**config.mk**
```make
export PLATFORM = sky130hd
export DESIGN_NAME = iack_arbiter
export DESIGN_NICKNAME = d
export VERILOG_FILES = /design/src/rtl/iack_pkg.sv /design/src/rtl/iack_contend.sv /design/src/rtl/iack_busmon.sv /design/src/rtl/iack_vecgen.sv /design/src/rtl/iack_arbiter.sv
export SDC_FILE = /design/constraint.sdc
export NUM_CORES = 1
export LEC_CHECK = 0
export BUFFER_PORTS_ARGS = -buffer_cell sky130_fd_sc_hd__clkbuf_2
export CAP_MARGIN = 20
export CORE_MARGIN = 4
export CORE_UTILIZATION = 50
export CTS_CLUSTER_DIAMETER = 120
export DETAILED_ROUTE_END_ITERATION = 16
export PLACE_DENSITY_LB_ADDON = 0.25
export SLEW_MARGIN = 5
export SYNTH_ARGS = -nofsm -noshare
export SYNTH_HDL_FRONTEND = slang
export SYNTH_SLANG_ARGS = --single-unit
```
**constraint.sdc**
```tcl
create_clock -name clk -period 9.05 [get_ports clk]
set_input_delay 1.3575 -clock clk [delete_from_list [all_inputs] [get_ports clk]]
set_output_delay 1.3575 -clock clk [all_outputs]
set_load 0.01 [all_outputs]
```
**src/rtl/iack_pkg.sv**
```systemverilog
package iack_pkg;
  typedef enum logic [1:0] {
    RESP_NONE   = 2'd0,
    RESP_VECTOR = 2'd1,
    RESP_AUTO   = 2'd2,
    RESP_SPUR   = 2'd3
  } resp_t;
endpackage

```
**src/rtl/iack_contend.sv**
```systemverilog
// Level match and arbitration-number contention among sources.
module iack_contend #(
  parameter int N_SRC = 4,
  parameter int LVL_W = 3,
  parameter int ARB_W = 4,
  localparam int IDX_W = (N_SRC > 1) ? $clog2(N_SRC) : 1
) (
  input  logic [N_SRC-1:0]       req,
  input  logic [N_SRC*LVL_W-1:0] level,
  input  logic [N_SRC*ARB_W-1:0] arb,
  input  logic [LVL_W-1:0]       lvl_ack,
  output logic                   win_valid,
  output logic [IDX_W-1:0]       win_idx
);
  logic [N_SRC-1:0] match;

  for (genvar g = 0; g < N_SRC; g++) begin : g_match
    assign match[g] = req[g]
                    && (level[g*LVL_W +: LVL_W] == lvl_ack)
                    && (arb[g*ARB_W +: ARB_W] != '0);
  end

  logic [ARB_W-1:0] best;
  always_comb begin
    best    = '0;
    win_idx = '0;
    for (int i = 0; i < N_SRC; i++) begin
      if (match[i] && (arb[i*ARB_W +: ARB_W] > best)) begin
        best    = arb[i*ARB_W +: ARB_W];
        win_idx = IDX_W'(i);
      end
    end
  end

  assign win_valid = |match;
endmodule

```
**src/rtl/iack_busmon.sv**
```systemverilog
// Counts cycles of an acknowledge cycle; flags the last allowed cycle.
module iack_busmon #(
  parameter int TIMEOUT = 12,
  localparam int CNT_W = $clog2(TIMEOUT + 1)
) (
  input  logic clk,
  input  logic rst,
  input  logic start,
  input  logic clear,
  output logic expired
);
  logic             running;
  logic [CNT_W-1:0] cnt;

  always_ff @(posedge clk) begin
    if (rst) begin
      running <= 1'b0;
      cnt     <= '0;
    end else if (start) begin
      running <= 1'b1;
      cnt     <= '0;
    end else if (clear) begin
      running <= 1'b0;
    end else if (running && !expired) begin
      cnt <= cnt + 1'b1;
    end
  end

  assign expired = running && (cnt == CNT_W'(TIMEOUT - 1));
endmodule

```
**src/rtl/iack_vecgen.sv**
```systemverilog
// Forms the vector number for the chosen response and its word address.
module iack_vecgen
  import iack_pkg::*;
#(
  parameter int              LVL_W        = 3,
  parameter int              VEC_W        = 8,
  parameter logic [VEC_W-1:0] AUTOVEC_BASE = 8'h30,
  parameter logic [VEC_W-1:0] SPUR_VEC     = 8'h0F
) (
  input  resp_t            kind,
  input  logic [LVL_W-1:0] lvl,
  input  logic [VEC_W-1:0] sup_vec,
  output logic [VEC_W-1:0] vec,
  output logic [VEC_W:0]   addr
);
  always_comb begin
    case (kind)
      RESP_VECTOR: vec = sup_vec;
      RESP_AUTO:   vec = AUTOVEC_BASE + VEC_W'(lvl);
      RESP_SPUR:   vec = SPUR_VEC;
      default:     vec = '0;
    endcase
  end

  assign addr = {vec, 1'b0};
endmodule

```
**src/rtl/iack_arbiter.sv**
```systemverilog
module iack_arbiter
  import iack_pkg::*;
#(
  parameter int               N_SRC        = 4,
  parameter int               LVL_W        = 3,
  parameter int               ARB_W        = 4,
  parameter int               VEC_W        = 8,
  parameter int               TIMEOUT      = 12,
  parameter logic [VEC_W-1:0] AUTOVEC_BASE = 8'h30,
  parameter logic [VEC_W-1:0] SPUR_VEC     = 8'h0F,
  localparam int IDX_W = (N_SRC > 1) ? $clog2(N_SRC) : 1
) (
  input  logic                   clk,
  input  logic                   rst,
  input  logic                   ack_start,
  input  logic [LVL_W-1:0]       ack_level,
  input  logic [N_SRC-1:0]       src_req,
  input  logic [N_SRC*LVL_W-1:0] src_level,
  input  logic [N_SRC*ARB_W-1:0] src_arb,
  input  logic [N_SRC*VEC_W-1:0] src_vec,
  input  logic [N_SRC-1:0]       src_auto,
  input  logic                   avec_pin,
  output logic                   done,
  output logic                   dsack,
  output logic                   avec,
  output logic                   berr,
  output logic [VEC_W-1:0]       vec_num,
  output logic [VEC_W:0]         vec_addr,
  output logic [LVL_W-1:0]       ipl
);
  logic             busy;
  logic [LVL_W-1:0] lvl_q;
  logic             win_valid;
  logic [IDX_W-1:0] win_idx;
  logic             expired;
  logic             accept;
  logic             fire;
  resp_t            kind;
  logic [VEC_W-1:0] vec_c;
  logic [VEC_W:0]   addr_c;

  assign accept = ack_start && !busy;

  iack_contend #(.N_SRC(N_SRC), .LVL_W(LVL_W), .ARB_W(ARB_W)) u_contend (
    .req(src_req), .level(src_level), .arb(src_arb), .lvl_ack(lvl_q),
    .win_valid(win_valid), .win_idx(win_idx)
  );

  iack_busmon #(.TIMEOUT(TIMEOUT)) u_busmon (
    .clk(clk), .rst(rst), .start(accept), .clear(fire), .expired(expired)
  );

  always_comb begin
    kind = RESP_NONE;
    if (busy) begin
      if (avec_pin)       kind = RESP_AUTO;
      else if (win_valid) kind = src_auto[win_idx] ? RESP_AUTO : RESP_VECTOR;
      else if (expired)   kind = RESP_SPUR;
    end
  end

  assign fire = (kind != RESP_NONE);

  iack_vecgen #(.LVL_W(LVL_W), .VEC_W(VEC_W), .AUTOVEC_BASE(AUTOVEC_BASE),
                .SPUR_VEC(SPUR_VEC)) u_vecgen (
    .kind(kind), .lvl(lvl_q), .sup_vec(src_vec[win_idx*VEC_W +: VEC_W]),
    .vec(vec_c), .addr(addr_c)
  );

  always_ff @(posedge clk) begin
    if (rst) begin
      busy     <= 1'b0;
      lvl_q    <= '0;
      done     <= 1'b0;
      dsack    <= 1'b0;
      avec     <= 1'b0;
      berr     <= 1'b0;
      vec_num  <= '0;
      vec_addr <= '0;
      ipl      <= '0;
    end else begin
      done  <= fire;
      dsack <= (kind == RESP_VECTOR);
      avec  <= (kind == RESP_AUTO);
      berr  <= (kind == RESP_SPUR);
      if (accept) begin
        busy  <= 1'b1;
        lvl_q <= ack_level;
      end else if (fire) begin
        busy <= 1'b0;
      end
      if (fire) begin
        vec_num  <= vec_c;
        vec_addr <= addr_c;
        ipl      <= lvl_q;
      end
    end
  end
endmodule

```
==> flow_summary.toml <==
[routing]
via_per_inst = 5.576
vias = 2013
ant_nets = 0
drc = 0
routedWlPerCell_um = 13.81
drt_pass1_iterations = 4
drt_iter0_drc = 98
routed_wl_mm = 4.986

[power_and_ir_drop]
netSwitchingPower_w = 0.00008406
p_clk_share_pct = 24.3
p_seq_share_pct = 43.2
p_leak_nw = 1.235
p_comb_share_pct = 32.5
p_int_w = 0.0001767
powerDensity_mw_per_mm2 = 109.7
switching_share_pct = 32.24
irDropWorstVdd_mv = 0.06218

[layout]
layout_common_cells = "clkbuf_2, dfxtp_1, nand2_1, a21oi_1, nor2_1"
post-route-cell-area_mm2 = 0.002377
finalNonFillerCells = 361
final_common_cell = "clkbuf_2"
layout-drive-gt1-share_pct = 37.70
utilization_pct = 64.45
nets = 402
diodes = 0
area_delta_synth_final_pct = 22.98

[sta]
fin_worst_skew_ns = 0.004721
max_freq_mhz = 140.5
finalHoldViolations = 0
timing.slew.headroom_pct = 40.16
rsz0062_at_grt = "false"
fin_crit_ns = 7.120
setup_tns_ns = 0
whs_ns = 0.4919
tightest_slew_ns = 0.8902
fin_crit_sh_pct = 78.67
setup_violations = 0
slew_viol_final = 0

[clock_network]
clk_latency_ns = 0.26
hold_buffers = 0
post-cts-setup-buffers = 0
cts.sinks = 23
cts_resized = 0
clockRootBuffer = "clkbuf_8"
tritoncts = "built"
numCtsBuffers = 3
clock_path_buffers = 2
htree_levels = 1
clkTransAtPathRegs_ns = 0.08

[die]
core_mm2 = 0.003689
io_pins = 99
fp.dieH_um = 70.18
fp.dieW_um = 70.18
die_area_mm2 = 0.004925
start_util_pct = 52.41
rows = 22

[worst_setup_path]
rr_worst_depth = 25
critPathMaxStageDelay_ns = 0.56
crit_arrival_ns = 7.31
timing.rr.end = "vec_addr[5]$_SDFFE_PP0P_"
cp_slowest_cell = "a21oi_1"
cp_max_fo = 22
startpoint_type = "primary input"
required_ns = 9.24
path_common_cell = "nand2_1"
worst_setup_path_end_kind = "register"
ff2ff_setup_slack_ns = 2.56
path_class = "in2reg"
rr_startpoint = "lvl_q[0]$_SDFFE_PP0P_"

[logic_synthesis]
synth-main-ff-cell = "dfxtp_1"
syn_nets = 321
avgSynthCellArea_um2 = 8.297
ys_seq_elements = 23
syn-cell-area_mm2 = 0.001933
synth_largest_area_cell = "dfxtp_1"
async_flop_share_pct = 0
yosysWarnings = 0
synth-edff-count = 0
netlist.area_leader.share_pct = 23.82
synth_top_cells_by_area = "dfxtp_1, ha_1, mux2i_1"
synth_cell_types = 54
yosysSeqAreaShare_pct = 23.82
netlist_instances = 233

[global_routing]
grt_pass1_vias = 2070
overflow = 0
antenna_found_initial = 0
gr-usage-all-layers_pct = 20.97
grt_pass1_wl_mm = 8.749
grt_max_degree = 23

[worst_hold_path]
hold_depth = 2
hp-class = "reg2reg"
min_to = "u_busmon.cnt[3]$_SDFFE_PP0P_"
hold_path.startpoint = "u_busmon.cnt[3]$_SDFFE_PP0P_"

[placed_design]
place.gp.congestion = 0.9580
dp_hpwl_mm = 4.171
dpl.cell_count = 357
io_buffers = 97
place_area_mm2 = 0.002331

[flow_run]
drv_cap = 0

[outcome]
run_status = "completed"
==> layout make-up <==
| class | instances | area [um^2] |
|---|---|---|
| clock buffers | 3 | 41.29 |
| clock inverters | 1 | 5.005 |
| fillers | 341 | 1311 |
| inverters | 8 | 30.03 |
| multi-input cells | 180 | 1287 |
| flip-flops and latches | 23 | 460.4 |
| well taps | 48 | 60.06 |
| repair buffers | 98 | 493.0 |
==> Yosys cell counts, drive strengths merged, types with 3 or more instances <==
cell	instances
xnor2	4
a211oi	5
buf	16
o211a	4
clkbuf	6
o211ai	4
nor2b	4
mux2i	13
o21ai	10
nand2	19
nor2	19
dfxtp	23
inv	8
nand4	3
xor2	10
ha	13
or2	3
nor4	8
a31oi	4
a21oi	18
a31o	3
and2	3
==> registers in the layout, summed over array words and instances (netlist names) <==
name and cells:
vec_addr 8, u_busmon.cnt 4, ipl 3, lvl_q 3, avec 1, berr 1, done 1, dsack 1
u_busmon.running 1
==> per-layer routing <==
layer | global-route usage, % | part of all wire [%]
met3 | 3.885 | 9.2
met1 | 26.54 | 42
met2 | 36.62 | 47
met5 | 0 | 0
met4 | 4.894 | 1.1
==> power groups by stage <==
stage,clock network (W),logic (W),registers [W]
after floorplan,0,0.0000604,0.000113
final,0.0000635,0.0000846,0.000113
after global routing,0.0000702,0.0000956,0.000114
after detailed placement,0,0.0000846,0.000115
after CTS,0.0000645,0.0000851,0.000113
after global placement,0,0.0000835,0.000115
==> cells by family (layout without fill, tap and decap cells) <==
logic type	count (synthesis)	count (layout)	share of synthesized area [%]
xor gates and xnor gates	14	14	6.343
buffers and inverters	30	110	9.578
AOI/OAI and AO/OA	69	69	25.37
adders and majority gates	13	13	8.414
muxes	14	14	7.314
and+or+nand+nor	69	69	18.96
other	1	1	0.1940
DFF	23	23	23.82
==> worst max-delay path by stage <==
| stage | cells after the start | from | slack (ns) | end |
|---|---|---|---|---|
| final | 25 | src_arb[1] | 1.93 | vec_addr[5]$_SDFFE_PP0P_ |
| after global routing | 26 | src_level[1] | 1.24 | vec_addr[5]$_SDFFE_PP0P_ |
| after CTS | 25 | src_arb[1] | 1.97 | vec_addr[5]$_SDFFE_PP0P_ |
| after detailed placement | 25 | src_arb[1] | 1.73 | vec_addr[5]$_SDFFE_PP0P_ |
| after global placement | 26 | src_level[1] | 1.94 | vec_addr[5]$_SDFFE_PP0P_ |
| after floorplan | 25 | src_arb[1] | 2.48 | vec_addr[2]$_SDFFE_PP0P_ |
==> worst max-delay path, delay by kind of cell <==
family,cells,cell delay (ns)
AOI/OAI and AO/OA,9,2.50
and+or+nand+nor,11,2.35
adders and majority gates,3,0.73
buffers and inverters,2,0.35
==> stage by stage <==
step	setup WS (ns)	total power [W]
CTS	1.973	0.0002623
global route	1.240	0.0002794
global placement	1.943	0.0001984
floorplan	2.477	0.0001733
finish	1.930	0.0002607
detailed placement	1.728	0.0001997
Power figures use the tool's default switching activity.
